$ cat src/rtl/hbus_pkg.sv
package hbus_pkg;

   localparam int CS_MODE_W = 2;
   localparam int CS_LINES  = 2;

   typedef enum logic [1:0] {
      ST_IDLE = 2'd0,
      ST_ADDR = 2'd1,
      ST_DATA = 2'd2,
      ST_DONE = 2'd3
   } hb_state_e;

   function automatic logic split_cs(input logic [CS_MODE_W-1:0] mode);
      return (mode == 2'd2) || (mode == 2'd3);
   endfunction

endpackage

$ cat src/rtl/hbus_phase_timer.sv
module hbus_phase_timer #(
   parameter int CNT_W = 3
) (
   input  logic             clk,
   input  logic             rst_n,
   input  logic             load,
   input  logic [CNT_W-1:0] load_val,
   output logic             expired
);

   logic [CNT_W-1:0] cnt_q;

   always_ff @(posedge clk or negedge rst_n) begin
      if (!rst_n)
         cnt_q <= '0;
      else if (load)
         cnt_q <= load_val;
      else if (cnt_q != '0)
         cnt_q <= cnt_q - 1'b1;
   end

   assign expired = (cnt_q == '0);

endmodule

$ cat src/rtl/hbus_select_decode.sv
module hbus_select_decode
   import hbus_pkg::*;
#(
   parameter int ADDR_W     = 16,
   parameter int CS_SEL_BIT = 15,
   parameter int BE_W       = 2,
   parameter bit HAS_BSEL   = 1'b1
) (
   input  logic                 active,
   input  logic                 strobe,
   input  logic [ADDR_W-1:0]    addr,
   input  logic [CS_MODE_W-1:0] cs_mode,
   input  logic                 bsel_en,
   input  logic [BE_W-1:0]      be,
   output logic [CS_LINES-1:0]  cs_n,
   output logic [BE_W-1:0]      bsel_n
);

   logic use_cs1;

   assign use_cs1 = split_cs(cs_mode) && addr[CS_SEL_BIT];

   always_comb begin
      cs_n = '1;
      if (active)
         cs_n[use_cs1] = 1'b0;
   end

   generate
      if (HAS_BSEL) begin : g_bsel
         always_comb begin
            if (!strobe)
               bsel_n = '1;
            else if (bsel_en)
               bsel_n = ~be;
            else
               bsel_n = '0;
         end
      end else begin : g_word_only
         assign bsel_n = strobe ? '0 : '1;
      end
   endgenerate

endmodule

$ cat src/rtl/hbus_strobe_ctrl.sv
module hbus_strobe_ctrl
   import hbus_pkg::*;
#(
   parameter int ADDR_W         = 16,
   parameter int DATA_W         = 16,
   parameter int WS_W           = 2,
   parameter int ADDR_CLKS      = 2,
   parameter int DATA_BASE_CLKS = 2,
   parameter int CLKS_PER_WS    = 2,
   parameter int CS_SEL_BIT     = 15,
   parameter bit HAS_BSEL       = 1'b1
) (
   input  logic                 clk,
   input  logic                 rst_n,
   input  logic                 req_valid,
   input  logic                 req_write,
   input  logic [ADDR_W-1:0]    req_addr,
   input  logic [DATA_W-1:0]    req_wdata,
   input  logic [DATA_W/8-1:0]  req_be,
   output logic [DATA_W-1:0]    rsp_rdata,
   output logic                 rsp_done,
   input  logic [WS_W-1:0]      cfg_rd_ws,
   input  logic [WS_W-1:0]      cfg_wr_ws,
   input  logic [1:0]           cfg_cs_mode,
   input  logic                 cfg_bsel_en,
   output logic [ADDR_W-1:0]    bus_addr,
   output logic [DATA_W-1:0]    bus_dout,
   output logic                 bus_doe,
   input  logic [DATA_W-1:0]    bus_din,
   output logic                 bus_rd_n,
   output logic                 bus_wr_n,
   output logic [1:0]           bus_cs_n,
   output logic [DATA_W/8-1:0]  bus_bsel_n
);

   localparam int BE_W     = DATA_W / 8;
   localparam int MAX_WS   = (1 << WS_W) - 1;
   localparam int MAX_DATA = DATA_BASE_CLKS + CLKS_PER_WS * MAX_WS;
   localparam int MAX_PH   = (MAX_DATA > ADDR_CLKS) ? MAX_DATA : ADDR_CLKS;
   localparam int CNT_W    = $clog2(MAX_PH + 1);

   initial begin
      assert (DATA_W % 8 == 0) else $error("DATA_W must be whole bytes");
      assert (CS_SEL_BIT < ADDR_W) else $error("CS_SEL_BIT outside address");
      assert (ADDR_CLKS >= 1 && DATA_BASE_CLKS >= 1) else $error("phases need a clock");
      assert (CS_MODE_W == 2) else $error("chip-select mode width");
   end

   hb_state_e              state_q;
   logic [ADDR_W-1:0]      addr_q;
   logic [DATA_W-1:0]      wdata_q;
   logic [DATA_W-1:0]      rdata_q;
   logic [BE_W-1:0]        be_q;
   logic                   wr_q;
   logic [1:0]             mode_q;
   logic                   bsel_q;
   logic [WS_W-1:0]        ws_q;

   logic                   accept;
   logic                   ph_expired;
   logic                   tmr_load;
   logic [CNT_W-1:0]       tmr_val;
   logic [CNT_W-1:0]       data_len;
   logic                   strobe;
   logic                   active;

   assign accept   = (state_q == ST_IDLE) && req_valid;
   assign data_len = CNT_W'(DATA_BASE_CLKS) + CNT_W'(CLKS_PER_WS) * CNT_W'(ws_q);
   assign tmr_load = accept || ((state_q == ST_ADDR) && ph_expired);
   assign tmr_val  = accept ? CNT_W'(ADDR_CLKS - 1) : (data_len - 1'b1);

   hbus_phase_timer #(.CNT_W(CNT_W)) u_timer (
      .clk      (clk),
      .rst_n    (rst_n),
      .load     (tmr_load),
      .load_val (tmr_val),
      .expired  (ph_expired)
   );

   always_ff @(posedge clk or negedge rst_n) begin
      if (!rst_n) begin
         state_q <= ST_IDLE;
         addr_q  <= '0;
         wdata_q <= '0;
         rdata_q <= '0;
         be_q    <= '0;
         wr_q    <= 1'b0;
         mode_q  <= '0;
         bsel_q  <= 1'b0;
         ws_q    <= '0;
      end else begin
         unique case (state_q)
            ST_IDLE: if (accept) begin
               state_q <= ST_ADDR;
               addr_q  <= req_addr;
               wdata_q <= req_wdata;
               be_q    <= req_be;
               wr_q    <= req_write;
               mode_q  <= cfg_cs_mode;
               bsel_q  <= cfg_bsel_en;
               ws_q    <= req_write ? cfg_wr_ws : cfg_rd_ws;
            end
            ST_ADDR: if (ph_expired) state_q <= ST_DATA;
            ST_DATA: if (ph_expired) begin
               state_q <= ST_DONE;
               if (!wr_q) rdata_q <= bus_din;
            end
            ST_DONE: state_q <= ST_IDLE;
            default: state_q <= ST_IDLE;
         endcase
      end
   end

   assign strobe    = (state_q == ST_DATA);
   assign active    = (state_q == ST_ADDR) || strobe;
   assign bus_addr  = addr_q;
   assign bus_dout  = wdata_q;
   assign bus_doe   = strobe && wr_q;
   assign bus_rd_n  = !(strobe && !wr_q);
   assign bus_wr_n  = !(strobe && wr_q);
   assign rsp_done  = (state_q == ST_DONE);
   assign rsp_rdata = rdata_q;

   hbus_select_decode #(
      .ADDR_W     (ADDR_W),
      .CS_SEL_BIT (CS_SEL_BIT),
      .BE_W       (BE_W),
      .HAS_BSEL   (HAS_BSEL)
   ) u_decode (
      .active  (active),
      .strobe  (strobe),
      .addr    (addr_q),
      .cs_mode (mode_q),
      .bsel_en (bsel_q),
      .be      (be_q),
      .cs_n    (bus_cs_n),
      .bsel_n  (bus_bsel_n)
   );

   // Length of the current strobe pulse, kept for the checks below.
   logic [CNT_W:0] strb_run;
   always_ff @(posedge clk or negedge rst_n) begin
      if (!rst_n)
         strb_run <= '0;
      else if (!bus_rd_n || !bus_wr_n)
         strb_run <= strb_run + 1'b1;
      else
         strb_run <= '0;
   end

   a_r4_strobe_len: assert property (@(posedge clk) disable iff (!rst_n)
      ($rose(bus_rd_n) || $rose(bus_wr_n)) |-> (strb_run == {1'b0, data_len}));

   a_r5_one_strobe: assert property (@(posedge clk) disable iff (!rst_n)
      !(!bus_rd_n && !bus_wr_n));

   a_r6_cs_onehot: assert property (@(posedge clk) disable iff (!rst_n)
      $onehot0(~bus_cs_n));

   a_r6_strobe_has_cs: assert property (@(posedge clk) disable iff (!rst_n)
      (!bus_rd_n || !bus_wr_n) |-> (bus_cs_n != 2'b11));

   a_r3_addr_held: assert property (@(posedge clk) disable iff (!rst_n)
      ((bus_cs_n != 2'b11) && $past(bus_cs_n != 2'b11)) |-> $stable(bus_addr));

   a_r9_done_single: assert property (@(posedge clk) disable iff (!rst_n)
      rsp_done |=> !rsp_done);

   a_r9_done_after_strobe: assert property (@(posedge clk) disable iff (!rst_n)
      rsp_done |-> $past(!bus_rd_n || !bus_wr_n));

endmodule

$ cat config.mk
export PLATFORM = sky130hd
export DESIGN_NAME = hbus_strobe_ctrl
export DESIGN_NICKNAME = d
export VERILOG_FILES = /design/src/rtl/hbus_pkg.sv /design/src/rtl/hbus_phase_timer.sv /design/src/rtl/hbus_select_decode.sv /design/src/rtl/hbus_strobe_ctrl.sv
export SDC_FILE = /design/constraint.sdc
export NUM_CORES = 1
export LEC_CHECK = 0
export BUFFER_PORTS_ARGS = -buffer_cell sky130_fd_sc_hd__buf_2
export CORE_MARGIN = 5
export CORE_UTILIZATION = 35
export CTS_CLUSTER_SIZE = 24
export DETAILED_ROUTE_END_ITERATION = 12
export GPL_TIMING_DRIVEN = 0
export PLACE_DENSITY = 0.69
export SLEW_MARGIN = 20
export SYNTH_ARGS = -nofsm -noshare
export SYNTH_HDL_FRONTEND = slang
export SYNTH_SLANG_ARGS = --single-unit
$ cat constraint.sdc
create_clock -name clk -period 2.83 [get_ports clk]
set_input_delay 0.283 -clock clk [delete_from_list [all_inputs] [get_ports clk]]
set_output_delay 0.283 -clock clk [all_outputs]
set_load 0.01 [all_outputs]
# After elaboration in Yosys (flattened, before gate mapping)
# Index checks and enable logic that the tools add are counted.
# totals
output_inout_bits	56
latch_bits	0
mem_count	0
rom_bits	0
wordCells	58
in_bits	61
ramBits	0
ff_bits	62
# classes
n_reduce_logical	19
add_sub_neg	3
n_mux	13
div	0
n_shift	0
multipliers	0
n_lt_le_gt_ge	2
eq_ne	8
bitwise	3
# op_table
operator	count
$mux W2	7
$mux W4	3
$eq A2 B2 Y1 const B	4
$pmux W2 S4	1
$sub A4 B1 Y4 const B	2
$logic_and A1 B1 Y1	6
$ne A2 B2 Y1 const B	3
$reduce_and A3 Y1	2
$add A2 B3 Y4 const A	1
$logic_not A4 Y1	1
$not A2 Y2	2
$reduce_bool A4 Y1	1
$logic_not A1 Y1	3
$logic_or A1 B1 Y1	3
$eq A2 B1 Y1 const B	1
$logic_not A2 Y1	1
$lt A1 B2 Y1 const B	1
$reduce_and A2 Y1	1
$reduce_bool A2 Y1	1
$demux W1 S1	1
$ge A1 B1 Y1 const B	1
$mux W1	1
$not A1 Y1	1

# Longest topological paths before layout
# depth
word_depth	9
mapped_depth	7
mapped_depth_nobuf	5

# Modules after synthesis
# Synthesis repeated with hierarchy kept, for this count alone.
# hier_totals
cells_unflattened	174
area_unflattened_um2	2617.5
# modules_own_cells
module	n_inst	area_per_inst_um2	seq_area_each_um2	cells_each
hbus_strobe_ctrl	1	2357.3	1451.4	146
hbus_phase_timer	1	234.0	100.1	22
hbus_select_decode	1	26.3	0.0	6

# Worst setup path before layout
# OpenSTA, ideal clock, no wires.
# synth_timing
path_type	register to register
startpoint	reg state_q[0]
endpoint	reg rdata_q[10] (netlist: rsp_rdata[10])
path_buffers	2
arrival_time_ns	1.552
stages_incl_launch_ff	8
setup_ns	0.125
slack_ns	1.153
period_less_slack_ns	1.677
required_time_ns	2.705
cell_sequence	dfrtp_1 -> inv_1 -> ha_1 -> nand2b_1 -> nand2b_1 -> buf_6 -> buf_12 -> mux2_4
# synth_between
elab_chain_len	2
# synth_rtl
item	line	source
start: declaration	hbus_strobe_ctrl.sv:49	hb_state_e state_q;
start signal: assignment	hbus_strobe_ctrl.sv:82	state_q <= ST_IDLE;
start signal: assignment	hbus_strobe_ctrl.sv:94	state_q <= ST_ADDR;
start signal: assignment	hbus_strobe_ctrl.sv:103	ST_ADDR: if (ph_expired) state_q <= ST_DATA;
$eq A2 B2 Y1	hbus_strobe_ctrl.sv:92	unique case (state_q)
$reduce_and A3 Y1 (no source line)	n/a	
end signal: assignment	hbus_strobe_ctrl.sv:106	if (!wr_q) rdata_q <= bus_din;
end: declaration	hbus_strobe_ctrl.sv:52	logic [DATA_W-1:0] rdata_q;
# Every way passes these cells.
# A chain may end at the register's enable or synchronous reset.

# Final worst setup path
# layout_timing
startpoint	reg state_q[1]
endpoint	reg addr_q[4] (netlist: bus_addr[4])
# layout_between
elab_chain_len	3
# layout_rtl
item	line	source
$logic_not A2 Y1 (*)	hbus_strobe_ctrl.sv:67, hbus_strobe_ctrl.sv:92	
$logic_and A1 B1 Y1	hbus_strobe_ctrl.sv:67	assign accept = (state_q == ST_IDLE) && req_valid;
$reduce_and A2 Y1 (no source line) (*)	n/a	
end signal: assignment	hbus_strobe_ctrl.sv:95	addr_q <= req_addr;
end: declaration	hbus_strobe_ctrl.sv:50	logic [ADDR_W-1:0] addr_q;
# Every way passes the cells marked *; elsewhere a longest branch is shown, timed or not.

==> flow_summary.yaml <==
sta:
  setup-tns-final_ps: 0
  hold_violations: 0
  slew_violations: 0
  hold_ws_ps: 21.6
  period_share_pct: 63.2
  finClkSkew_ps: 7.91
  period_minus_slack_ps: 1790
  setup_viol: 0
  fmax_mhz: 559
  slew_headroom_pct: 49.3
  rsz0062_at_grt: "no"
  worst_pin_slew_ps: 760
grt:
  antenna_found_initial: 0
  grt_pass1_wl_um: 8850
  grt_pass1_vias: 1939
  busiest_layer: "met2"
  gr-usage-all-layers_pct: 12.8
  met3_usage_pct: 4.66
  grt_overflow: 0
  grt_max_degree: 62
  grt_use_met1_pct: 14.0
  met2_usage_pct: 21.7
cts:
  cts-buffers-inserted: 9
  postCtsSetupBuffers: 0
  cts_tree: "built"
  cts_max_path_buffers: 2
  hold_buffers: 0
  ctsResizeCount: 0
  root_buffer: "clkbuf_8"
  clk_pin_slew_ps: 70
  htree_num_levels: 3
  cts.sinks: 61
  clock_latency_ps: 320
finish:
  area_growth_pct: 34.7
  post_route_cells_drive_above_1_share_pct: 63.2
  diodes: 0
  nets: 362
  mostFrequentLayoutCell: "buf_2"
  final_cell_mix: "buf_2 (118), dfrtp_1 (61), mux2_2 (44), mux2_4 (10), clkbuf_8 (9)"
  fin_area_mm2: 0.00343
floorplan:
  fp.dieW_um: 95.3
  fp.coreArea_mm2: 0.00718
  std_cell_rows: 31
  die_h_um: 95.3
  start_util_pct: 35.5
  io_pins: 117
  dieArea_mm2: 0.00908
yosys:
  yosysWarnings: 0
  ys_top_cells_by_area: "dfrtp_1 (60%), mux2_2 (19%), mux2_4 (5.9%), ha_1 (2.9%), mux2i_1 (1.2%)"
  synth_cells: 169
  syn_area_mm2: 0.00255
  syn_area_per_cell_um2: 15.1
  yosys.area.top_type_share_pct: 59.9
  syn-num-nets: 236
  synth_seq_cells: 61
  synth_cell_type_count: 26
  yosysTopAreaCell: "dfrtp_1"
  synth-seq-area-share_pct: 59.9
setup_path:
  r2r-end: "bus_addr[4]"
  ff2ff_setup_slack_ps: 1040
  worstPathArrival_ps: 1990
  critical_path.max_stage_delay_ps: 390
  crit_path_max_fanout: 10
  cp_data_required_time_ps: 3030
  worst_path_max_delay_cell: "dfrtp_1"
  critPathLaunchType: "flop"
  endpoint_kind: "flop"
  setup.worst_path.class: "flop to flop"
  rr_worst_depth: 5
  r2r-start: "state_q[1]"
  path_cells: "inv_1 > ha_1 > nand2_1 > buf_2 > mux2_2"
routing:
  wl_per_cell_um: 13.7
  drtAntennaViolNets: 0
  totalWireLength_um: 5440
  drtPass1Iterations: 4
  vias: 1760
  avgViaCountPerCell: 4.42
  drtIter0Drc: 35
  drc: 0
placement:
  place.gp.congestion: 0.746
  io_buffers: 115
  hpwlAfterDp_um: 4080
  placed_area_mm2: 0.00325
status:
  outcome: "finished, final reports clean"
power_and_ir_drop:
  leakage_nw: 1.74
  power_density_mw_per_mm2: 1140
  ir_worst_vdd_mv: 0.482
worst_hold_path:
  min_path_type: "input port to async pin"
job:
  cap_violations: 0
==> layout make-up <==
| type | count | area (um2) |
|---|---|---|
| Timing Repair Buffer | 115 | 578 |
| Inverter | 6 | 22.5 |
| Tap cell | 99 | 124 |
| Clock buffer | 11 | 131 |
| Buffer | 6 | 51.3 |
| Sequential cell | 61 | 1530 |
| Multi-Input combinational cell | 96 | 947 |
| Clock inverter | 4 | 50.0 |
| Fill cell | 666 | 3740 |
==> worst max path at each step <==
stage / cells after the start / to / from
after global routing: 5 / bus_dout[13] / state_q[0]
after CTS: 5 / bus_dout[13] / state_q[1]
after detailed placement: 5 / be_q[1] / state_q[1]
after global placement: 5 / bus_dout[4] / state_q[0]
final: 5 / bus_addr[4] / state_q[1]
after floorplan: 7 / rsp_rdata[10] / state_q[0]
==> synth_stat cells <==
cell type,number
a2111oi_0,1
nand3_1,1
o21a_1,1
a21oi_1,3
mux2i_1,3
o211a_1,1
and2b_1,1
nor3b_1,1
nand2b_1,2
mux2_4,10
nor2b_1,1
nand2_1,7
nor3b_4,1
buf_12,1
a221oi_1,1
buf_2,4
o21bai_1,1
nor2_1,3
o21ai_0,5
buf_6,1
dfrtp_1,61
nor3_1,2
or3b_1,1
ha_1,6
inv_1,6
mux2_2,44
==> stage by stage <==
stage | worst slack [ps] | util [%] | instances | total power [W]
2_1_floorplan | 1150 | - | 169 | 0.00260
3_3_place_gp | 1040 | 45.2 | 383 | 0.00319
3_5_place_dp | 1000 | 45.3 | 383 | 0.00326
4_1_cts | 996 | 47.8 | 398 | 0.00400
5_1_grt | 887 | 47.8 | 398 | 0.00424
6_report | 1040 | 47.8 | 398 | 0.00393
==> worst max-delay path: cells and delay by family, from the launching register on <==
family / cells / cell delay (ps)
buffers and inverters: 2 / 400
flip-flops: 1 / 390
multiplexers: 1 / 370
AND/OR/NAND/NOR: 1 / 270
adder cells (fa/ha/maj): 1 / 240
==> registers in the layout (all words and copies together) (netlist names) <==
| register | flops |
|---|---|
| bus_addr | 16 |
| bus_dout | 16 |
| rsp_rdata | 16 |
| u_timer.cnt_q | 4 |
| be_q | 2 |
| state_q | 2 |
| ws_q | 2 |
| bsel_q | 1 |
| mode_q | 1 |
| wr_q | 1 |
==> report_power, final <==
group / total (W) / switching (W) / leakage (nW) / internal, W
clock: 0.000723 / 0.000322 / 0.0854 / 0.000401
combinational: 0.00165 / 0.000757 / 0.930 / 0.000888
sequential: 0.00156 / 0.000233 / 0.721 / 0.00132
total: 0.00393 / 0.00131 / 1.74 / 0.00261
==> routing by layer <==
| metal | routed length, um | vias up | part of all wire (%) |
|---|---|---|---|
| li1 | - | 837 | - |
| met1 | 2060 | 856 | 38 |
| met2 | 2840 | 59 | 52 |
| met3 | 456 | 8 | 8.4 |
| met4 | 81 | 0 | 1.5 |
| met5 | 0 | - | 0 |
==> logic make-up (layout without fill, tap and decap cells) <==
| family | after synthesis | count (layout) | share of synthesized area, % |
|---|---|---|---|
| muxes | 57 | 57 | 26.5 |
| DFF | 61 | 61 | 59.9 |
| and+or+nand+nor | 20 | 20 | 4.47 |
| adders and majority gates | 6 | 6 | 2.95 |
| buffers and inverters | 12 | 142 | 2.90 |
| AOI/OAI and AO/OA | 13 | 13 | 3.24 |
Note: power is estimated with default switching activity, not from simulation.
